[config.mk]
export PLATFORM = sky130hd
export DESIGN_NAME = rtc_upd_ctrl
export DESIGN_NICKNAME = d
export VERILOG_FILES = /design/src/rtl/rtc_upd_pkg.sv /design/src/rtl/rtc_upd_ctrl_regs.sv /design/src/rtl/rtc_upd_divider.sv /design/src/rtl/rtc_upd_flags.sv /design/src/rtl/rtc_upd_ctrl.sv
export SDC_FILE = /design/constraint.sdc
export NUM_CORES = 1
export LEC_CHECK = 0
export ABC_AREA = 1
export CORE_UTILIZATION = 47
export CTS_CLUSTER_DIAMETER = 60
export DETAILED_ROUTE_END_ITERATION = 6
export GPL_ROUTABILITY_DRIVEN = 0
export PLACE_DENSITY = 0.83
export SLEW_MARGIN = 20
export SYNTH_ARGS = -nofsm -noshare
export SYNTH_HDL_FRONTEND = slang
export SYNTH_SLANG_ARGS = --single-unit
[constraint.sdc]
create_clock -name clk_i -period 1.15 [get_ports clk_i]
set_input_delay 0.23 -clock clk_i [delete_from_list [all_inputs] [get_ports clk_i]]
set_output_delay 0.23 -clock clk_i [all_outputs]
set_load 0.1 [all_outputs]
[src/rtl/rtc_upd_pkg.sv]
package rtc_upd_pkg;
  typedef struct packed {
    logic set;
    logic uie;
  } ctrl_wr_t;
endpackage

[src/rtl/rtc_upd_ctrl_regs.sv]
module rtc_upd_ctrl_regs
  import rtc_upd_pkg::*;
(
  input  logic     clk_i,
  input  logic     rst_ni,
  input  logic     wr_en_i,
  input  ctrl_wr_t wr_i,
  output logic     set_o,
  output logic     set_d_o,
  output logic     uie_o
);
  logic set_q, uie_q;

  assign set_d_o = wr_en_i ? wr_i.set : set_q;

  // SET keeps its value through reset
  always_ff @(posedge clk_i) set_q <= set_d_o;

  always_ff @(posedge clk_i or negedge rst_ni) begin
    if (!rst_ni)                   uie_q <= 1'b0;
    else if (set_d_o && !set_q)    uie_q <= 1'b0;
    else if (wr_en_i)              uie_q <= wr_i.uie;
  end

  assign set_o = set_q;
  assign uie_o = uie_q;
endmodule

[src/rtl/rtc_upd_divider.sv]
module rtc_upd_divider #(
  parameter int TICKS_PER_SEC = 32768,
  parameter int LEAD_TICKS    = 8
) (
  input  logic clk_i,
  input  logic tick_i,
  input  logic inhibit_i,
  output logic uip_o,
  output logic strobe_o,
  output logic done_o
);
  localparam int CNT_W = $clog2(TICKS_PER_SEC);
  localparam logic [CNT_W-1:0] LAST_PH = CNT_W'(TICKS_PER_SEC - 1);
  localparam logic [CNT_W-1:0] UIP_PH  = CNT_W'(TICKS_PER_SEC - 1 - LEAD_TICKS);

  logic [CNT_W-1:0] cnt_q;
  logic uip_q, strobe_q, done_q;
  logic at_last, at_uip;

  assign at_last = tick_i && (cnt_q == LAST_PH);
  assign at_uip  = tick_i && (cnt_q == UIP_PH);

  // timing chain is not reset: it belongs to the always-on time base
  always_ff @(posedge clk_i) begin
    done_q <= strobe_q;
    if (inhibit_i) begin
      cnt_q    <= '0;
      uip_q    <= 1'b0;
      strobe_q <= 1'b0;
    end else begin
      strobe_q <= at_last;
      if (tick_i) cnt_q <= at_last ? '0 : cnt_q + CNT_W'(1);
      if (at_uip)        uip_q <= 1'b1;
      else if (strobe_q) uip_q <= 1'b0;
    end
  end

  assign uip_o    = uip_q;
  assign strobe_o = strobe_q;
  assign done_o   = done_q;
endmodule

[src/rtl/rtc_upd_flags.sv]
module rtc_upd_flags (
  input  logic clk_i,
  input  logic rst_ni,
  input  logic done_i,
  input  logic rd_i,
  input  logic uie_i,
  output logic uf_o,
  output logic irq_no
);
  logic uf_q;

  // event beats a coinciding read
  always_ff @(posedge clk_i or negedge rst_ni) begin
    if (!rst_ni)     uf_q <= 1'b0;
    else if (done_i) uf_q <= 1'b1;
    else if (rd_i)   uf_q <= 1'b0;
  end

  assign uf_o   = uf_q;
  assign irq_no = ~(uf_q & uie_i);
endmodule

[src/rtl/rtc_upd_ctrl.sv]
module rtc_upd_ctrl
  import rtc_upd_pkg::*;
#(
  parameter int TICKS_PER_SEC = 32768,
  parameter int LEAD_TICKS    = 8
) (
  input  logic clk_i,
  input  logic rst_ni,
  input  logic tick_i,
  input  logic wr_en_i,
  input  logic wr_set_i,
  input  logic wr_uie_i,
  input  logic rd_flags_i,
  output logic set_o,
  output logic uie_o,
  output logic uip_o,
  output logic uf_o,
  output logic upd_strobe_o,
  output logic upd_done_o,
  output logic irq_no
);
  ctrl_wr_t wr;
  logic     set_d, done;

  assign wr.set = wr_set_i;
  assign wr.uie = wr_uie_i;

  rtc_upd_ctrl_regs u_regs (
    .clk_i   (clk_i),
    .rst_ni  (rst_ni),
    .wr_en_i (wr_en_i),
    .wr_i    (wr),
    .set_o   (set_o),
    .set_d_o (set_d),
    .uie_o   (uie_o)
  );

  rtc_upd_divider #(
    .TICKS_PER_SEC (TICKS_PER_SEC),
    .LEAD_TICKS    (LEAD_TICKS)
  ) u_div (
    .clk_i     (clk_i),
    .tick_i    (tick_i),
    .inhibit_i (set_d),
    .uip_o     (uip_o),
    .strobe_o  (upd_strobe_o),
    .done_o    (done)
  );

  rtc_upd_flags u_flags (
    .clk_i  (clk_i),
    .rst_ni (rst_ni),
    .done_i (done),
    .rd_i   (rd_flags_i),
    .uie_i  (uie_o),
    .uf_o   (uf_o),
    .irq_no (irq_no)
  );

  assign upd_done_o = done;
endmodule

# [Yosys cells after proc, flatten, opt, wreduce, memory -nomap -nowiden]
# Cells that the tools add are included.
[op_classes] add_sub_neg=1 n_eq_ne=2 mux=8 bitwise=2 n_reduce_logical=7
[op_table] cell="15-bit equality test, second input constant" count=2
[op_table] cell="15-bit by 1-bit adder with 15-bit output, second input constant" count=1
[op_table] cell="15-bit two-way mux" count=1
[op_table] cell="1-bit two-way mux" count=7
[op_table] cell="2-bit nonzero test" count=3
[op_table] cell="1-bit logical AND" count=3
[op_table] cell="1-bit bitwise AND" count=1
[op_table] cell="1-bit logical NOT" count=1
[op_table] cell="1-bit NOT" count=1
[word_totals] ff_bits=21 in_bits=7 out_inout_bits=7 elab_cells=27

# [Depth between registers and ports, before layout]
[depth] word_depth=3 ltp_mapped=8 depth_no_buf=8

# [Modules after synthesis]
# Synthesis repeated with hierarchy kept, for this count alone.
[hier_totals] cells_unflattened=134 hier_area_um2=1016.0
[modules_own_cells] mod="rtc_upd_divider" n_inst=1 cells_each=116 area_per_inst_um2=888.4 seq_area_each_um2=360.3
[modules_own_cells] mod="rtc_upd_ctrl_regs" n_inst=1 cells_each=12 area_per_inst_um2=83.8 seq_area_each_um2=45.0
[modules_own_cells] mod="rtc_upd_flags" n_inst=1 cells_each=6 area_per_inst_um2=43.8 seq_area_each_um2=25.0

# [Worst setup path before layout]
# No wires, ideal clock.
[synth_timing] kind="flip-flop to output port" from="reg u_regs.uie_q, in the netlist u_regs.uie_o" to="out irq_no" arrival_ns=1.737 slack_ns=-0.817 path_stages_with_launch=2 cell_sequence="dfrtp_1 -> nand2_1"
[synth_via] elab_chain_cells=2
[synth_lines] item="start: declaration" line="rtc_upd_ctrl_regs.sv:12" text="logic set_q, uie_q;"
[synth_lines] item="start signal: assignment" line="rtc_upd_ctrl_regs.sv:22" text="else if (wr_en_i) uie_q <= wr_i.uie;"
[synth_lines] item="1-bit bitwise AND" line="rtc_upd_flags.sv:20" text="assign irq_no = ~(uf_q & uie_i);"
[synth_lines] item="1-bit NOT" line="rtc_upd_flags.sv:20"
[synth_lines] item="end: declaration" line="rtc_upd_ctrl.sv:20" text="output logic irq_no"
# No other way between the ends.

# [Worst setup path after layout]
[layout_timing] from="reg u_div.cnt_q[0]" to="reg u_div.cnt_q[14]"
[layout_via] elab_chain_cells=3 word_cells_on_any_way=4
[layout_lines] item="start: declaration" line="rtc_upd_divider.sv:16" text="logic [CNT_W-1:0] cnt_q;"
[layout_lines] item="start signal: assignment" line="rtc_upd_divider.sv:32" text="if (tick_i) cnt_q <= at_last ? '0 : cnt_q + CNT_W'(1);"
[layout_lines] item="parallel branches: the longest is 2 deep, another holds 15-bit by 1-bit adder with 15-bit output"
[layout_lines] item="15-bit two-way mux (*)" line="rtc_upd_divider.sv:32"
# Every way passes the cells marked *.
# A chain may end at the register's enable or synchronous reset.

==> impl_metrics.toml <==
[sta]
timing.hold.ws_ns = 0.0708
setup_viol = 18
worst_slack_ns = -0.126
rsz0062_at_grt = "yes"
maxSlewHeadroom_pct = 82.5
final-max-slew-violation-count = 0
fin_worst_skew_ns = 0.00729
tightest_slew_ns = 0.261
clock.fmax_mhz = 784
period_minus_slack_ns = 1.28
finalCritPeriodShare_pct = 111
final_hold_viol_count = 0

[global_routing]
grt_max_degree = 12
grt_pass1_vias = 970
overflow = 0
grt_use_total_pct = 22.3
antenna_found_initial = 0
grt_pass1_wl_mm = 4.07

[detailed_routing]
drt-initial-drc-count = 37
routedWlPerCell_um = 13.3
routed_via_density = 4.98
drc_errors = 0
drt-total-wl_mm = 2.59
firstDrtPassIters = 4
vias = 972
ant_nets = 0

[setup_path]
reg2reg_slack_ns = -0.13
r2r-end = "u_div.cnt_q[14]"
crit_path_end_kind = "flop"
criticalPathCategory = "flop to flop"
reg2regPathDepth = 7
rr_startpoint = "u_div.cnt_q[0]"
critPathLaunchType = "flop"
cp_top_family = "simple AND/OR/NAND/NOR gates"
crit_path_max_fanout = 4
worst-path-stages = 7
cpPeakStageDelay_ns = 0.40
crit_required_ns = 1.38
worst-path-buf-inv = 1
critPathSlowestCell = "dfxtp_4"
arrival_ns = 1.51
path_cells = "ha_4 > nand2_4 > nor2_4 > nand3_2 > clkinv_2 > nand2_1 > a21oi_1"

[run_status]
outcome = "finished with violations"
violations = "setup timing"

[clock_network]
cts_root_buffer = "clkbuf_4"
cts_hold_buf = 0
clk_pin_slew_ns = 0.12
clk_path_buf_depth = 2
htreeDepth = 1
worstSkewPairLatency_ns = 0.31
cts_tree = "done"
cts_buffers = 3
clock_sinks = 21

[hold_path]
hp-class = "input port to asynchronous set/reset pin"

[synthesis]
seq_area_frac_synth_pct = 41.2
syn_area_per_cell_um2 = 7.52
synth_fp_nets = 148
synth.area.top_cells = "dfxtp_1 (36%), nand2_1 (11%), nor2_1 (9.3%), inv_1 (5.7%), dfrtp_1 (4.8%)"
ys_types = 25
netlist_area_mm2 = 0.00104
synth_seq_cells = 21
syn_inst = 139
yosys_warnings = 0
yosys.area.top_type_share_pct = 36.4
synth_top_area_cell = "dfxtp_1"

[floorplan]
ios = 14
num_rows = 16
die_y_um = 49.1
core_mm2 = 0.00202
fp.dieW_um = 49.1
die_area_mm2 = 0.00242
initial_utilization_pct = 51.7

[pwr]
power.density_mw_per_mm2 = 954
leakagePower_nw = 0.626
ir_drop_mv = 0.725
fin_total_pwr_mw = 1.41

[placed_design]
placedCellCount = 188
post-dp-hpwl_mm = 1.84
dpl_cell_area_mm2 = 0.00140
io_buffer_count = 13

[layout]
n_fill_cell = 142
fin_area_mm2 = 0.00147
area_delta_synth_final_pct = 41.0
final_cell_mix = "nand2_1 (31), nor2_1 (23), inv_1 (14)"
seqCellArea_um2 = 448
multiInputGateArea_um2 = 604
final_common_cell = "nand2_1"
stdcell_count = 195
layout-drive-gt1-share_pct = 36.3
n_antenna_cell = 0
fin_nets = 178
finish.utilization_pct = 72.8

[flow_run]
max-cap-violations = 0
## layer usage
layer  wire length, µm  GRT usage, %  vias up
met5                 0             0        -
met4                91          9.80        0
met3               156          4.05       13
met2              1350          41.3       34
met1               994          24.2      439
li1                  -             -      486
## state kept, by name, summed over array words and instances (netlist names)
| register | count |
|---|---|
| u_regs.uie_o | 1 |
| u_flags.uf_o | 1 |
| u_div.done_o | 1 |
| u_div.uip_o | 1 |
| u_regs.set_o | 1 |
| u_div.strobe_o | 1 |
| u_div.cnt_q | 15 |
## cells by family after synthesis
logic type	count (synthesis)	share of synthesized area, %
xor gates and xnor gates	4	3.35
adders and majority gates	2	2.39
DFF	21	41.2
muxes	1	0.958
buffers and inverters	18	6.47
AOI/OAI and AO/OA	10	8.26
and+or+nand+nor	83	37.4
## area by class of cell
type,count,share of cell area (%)
Multi-Input combinational cell,100,41.0
Sequential cell,21,30.4
Timing Repair Buffer,25,19.6
Inverter,18,4.84
Tap cell,27,2.29
Clock buffer,4,1.78
## what timing repair did
action	CTS	global route
hold endpoints to repair	0	0
gates cloned	0	0
pin swaps	7	5
gates resized for setup	5	5
buffers inserted	1	2
endpoints found under the setup margin	17	19
## where the power goes
part / internal (mW) / total, mW / switching (mW) / leakage [nW]
clock: 0.135 / 0.362 / 0.227 / 0.0150
combinational: 0.113 / 0.258 / 0.145 / 0.430
sequential: 0.753 / 0.785 / 0.0317 / 0.181
total: 1.00 / 1.41 / 0.404 / 0.626
## synth_stat cells
cell type,instances
nand2_1,32
nor2_1,26
dfxtp_1,19
inv_1,16
nand3_1,7
nand2_2,5
a21oi_1,4
nor2_4,4
xor2_1,4
nor3_1,3
dfrtp_1,2
ha_1,2
nor2_2,2
o21ai_4,2
clkinv_1,1
inv_2,1
mux2i_1,1
nand2_4,1
nand3_2,1
nand4_1,1
o21ai_2,1
o21bai_1,1
o21bai_2,1
o22ai_1,1
or2_2,1
## per-stage QoR
stage | TNS (ns) | worst slack [ns]
2_1_floorplan | -0.287 | -0.0767
4_1_cts | -0.790 | -0.101
5_1_grt | -2.28 | -0.174
3_3_place_gp | -4.91 | -0.321
3_5_place_dp | -5.73 | -0.379
6_report | -1.24 | -0.126
## worst max-delay path by stage
stage	startpoint	to	slack, ns
2_1_floorplan	u_regs.uie_o	irq_no	-0.08
4_1_cts	u_flags.uf_o	irq_no	-0.10
3_5_place_dp	tick_i	u_div.cnt_q[11]	-0.38
6_report	u_div.cnt_q[0]	u_div.cnt_q[14]	-0.13
3_3_place_gp	tick_i	u_div.cnt_q[1]	-0.32
5_1_grt	u_div.cnt_q[0]	u_div.cnt_q[2]	-0.17
Power figures use the tool's default switching activity.
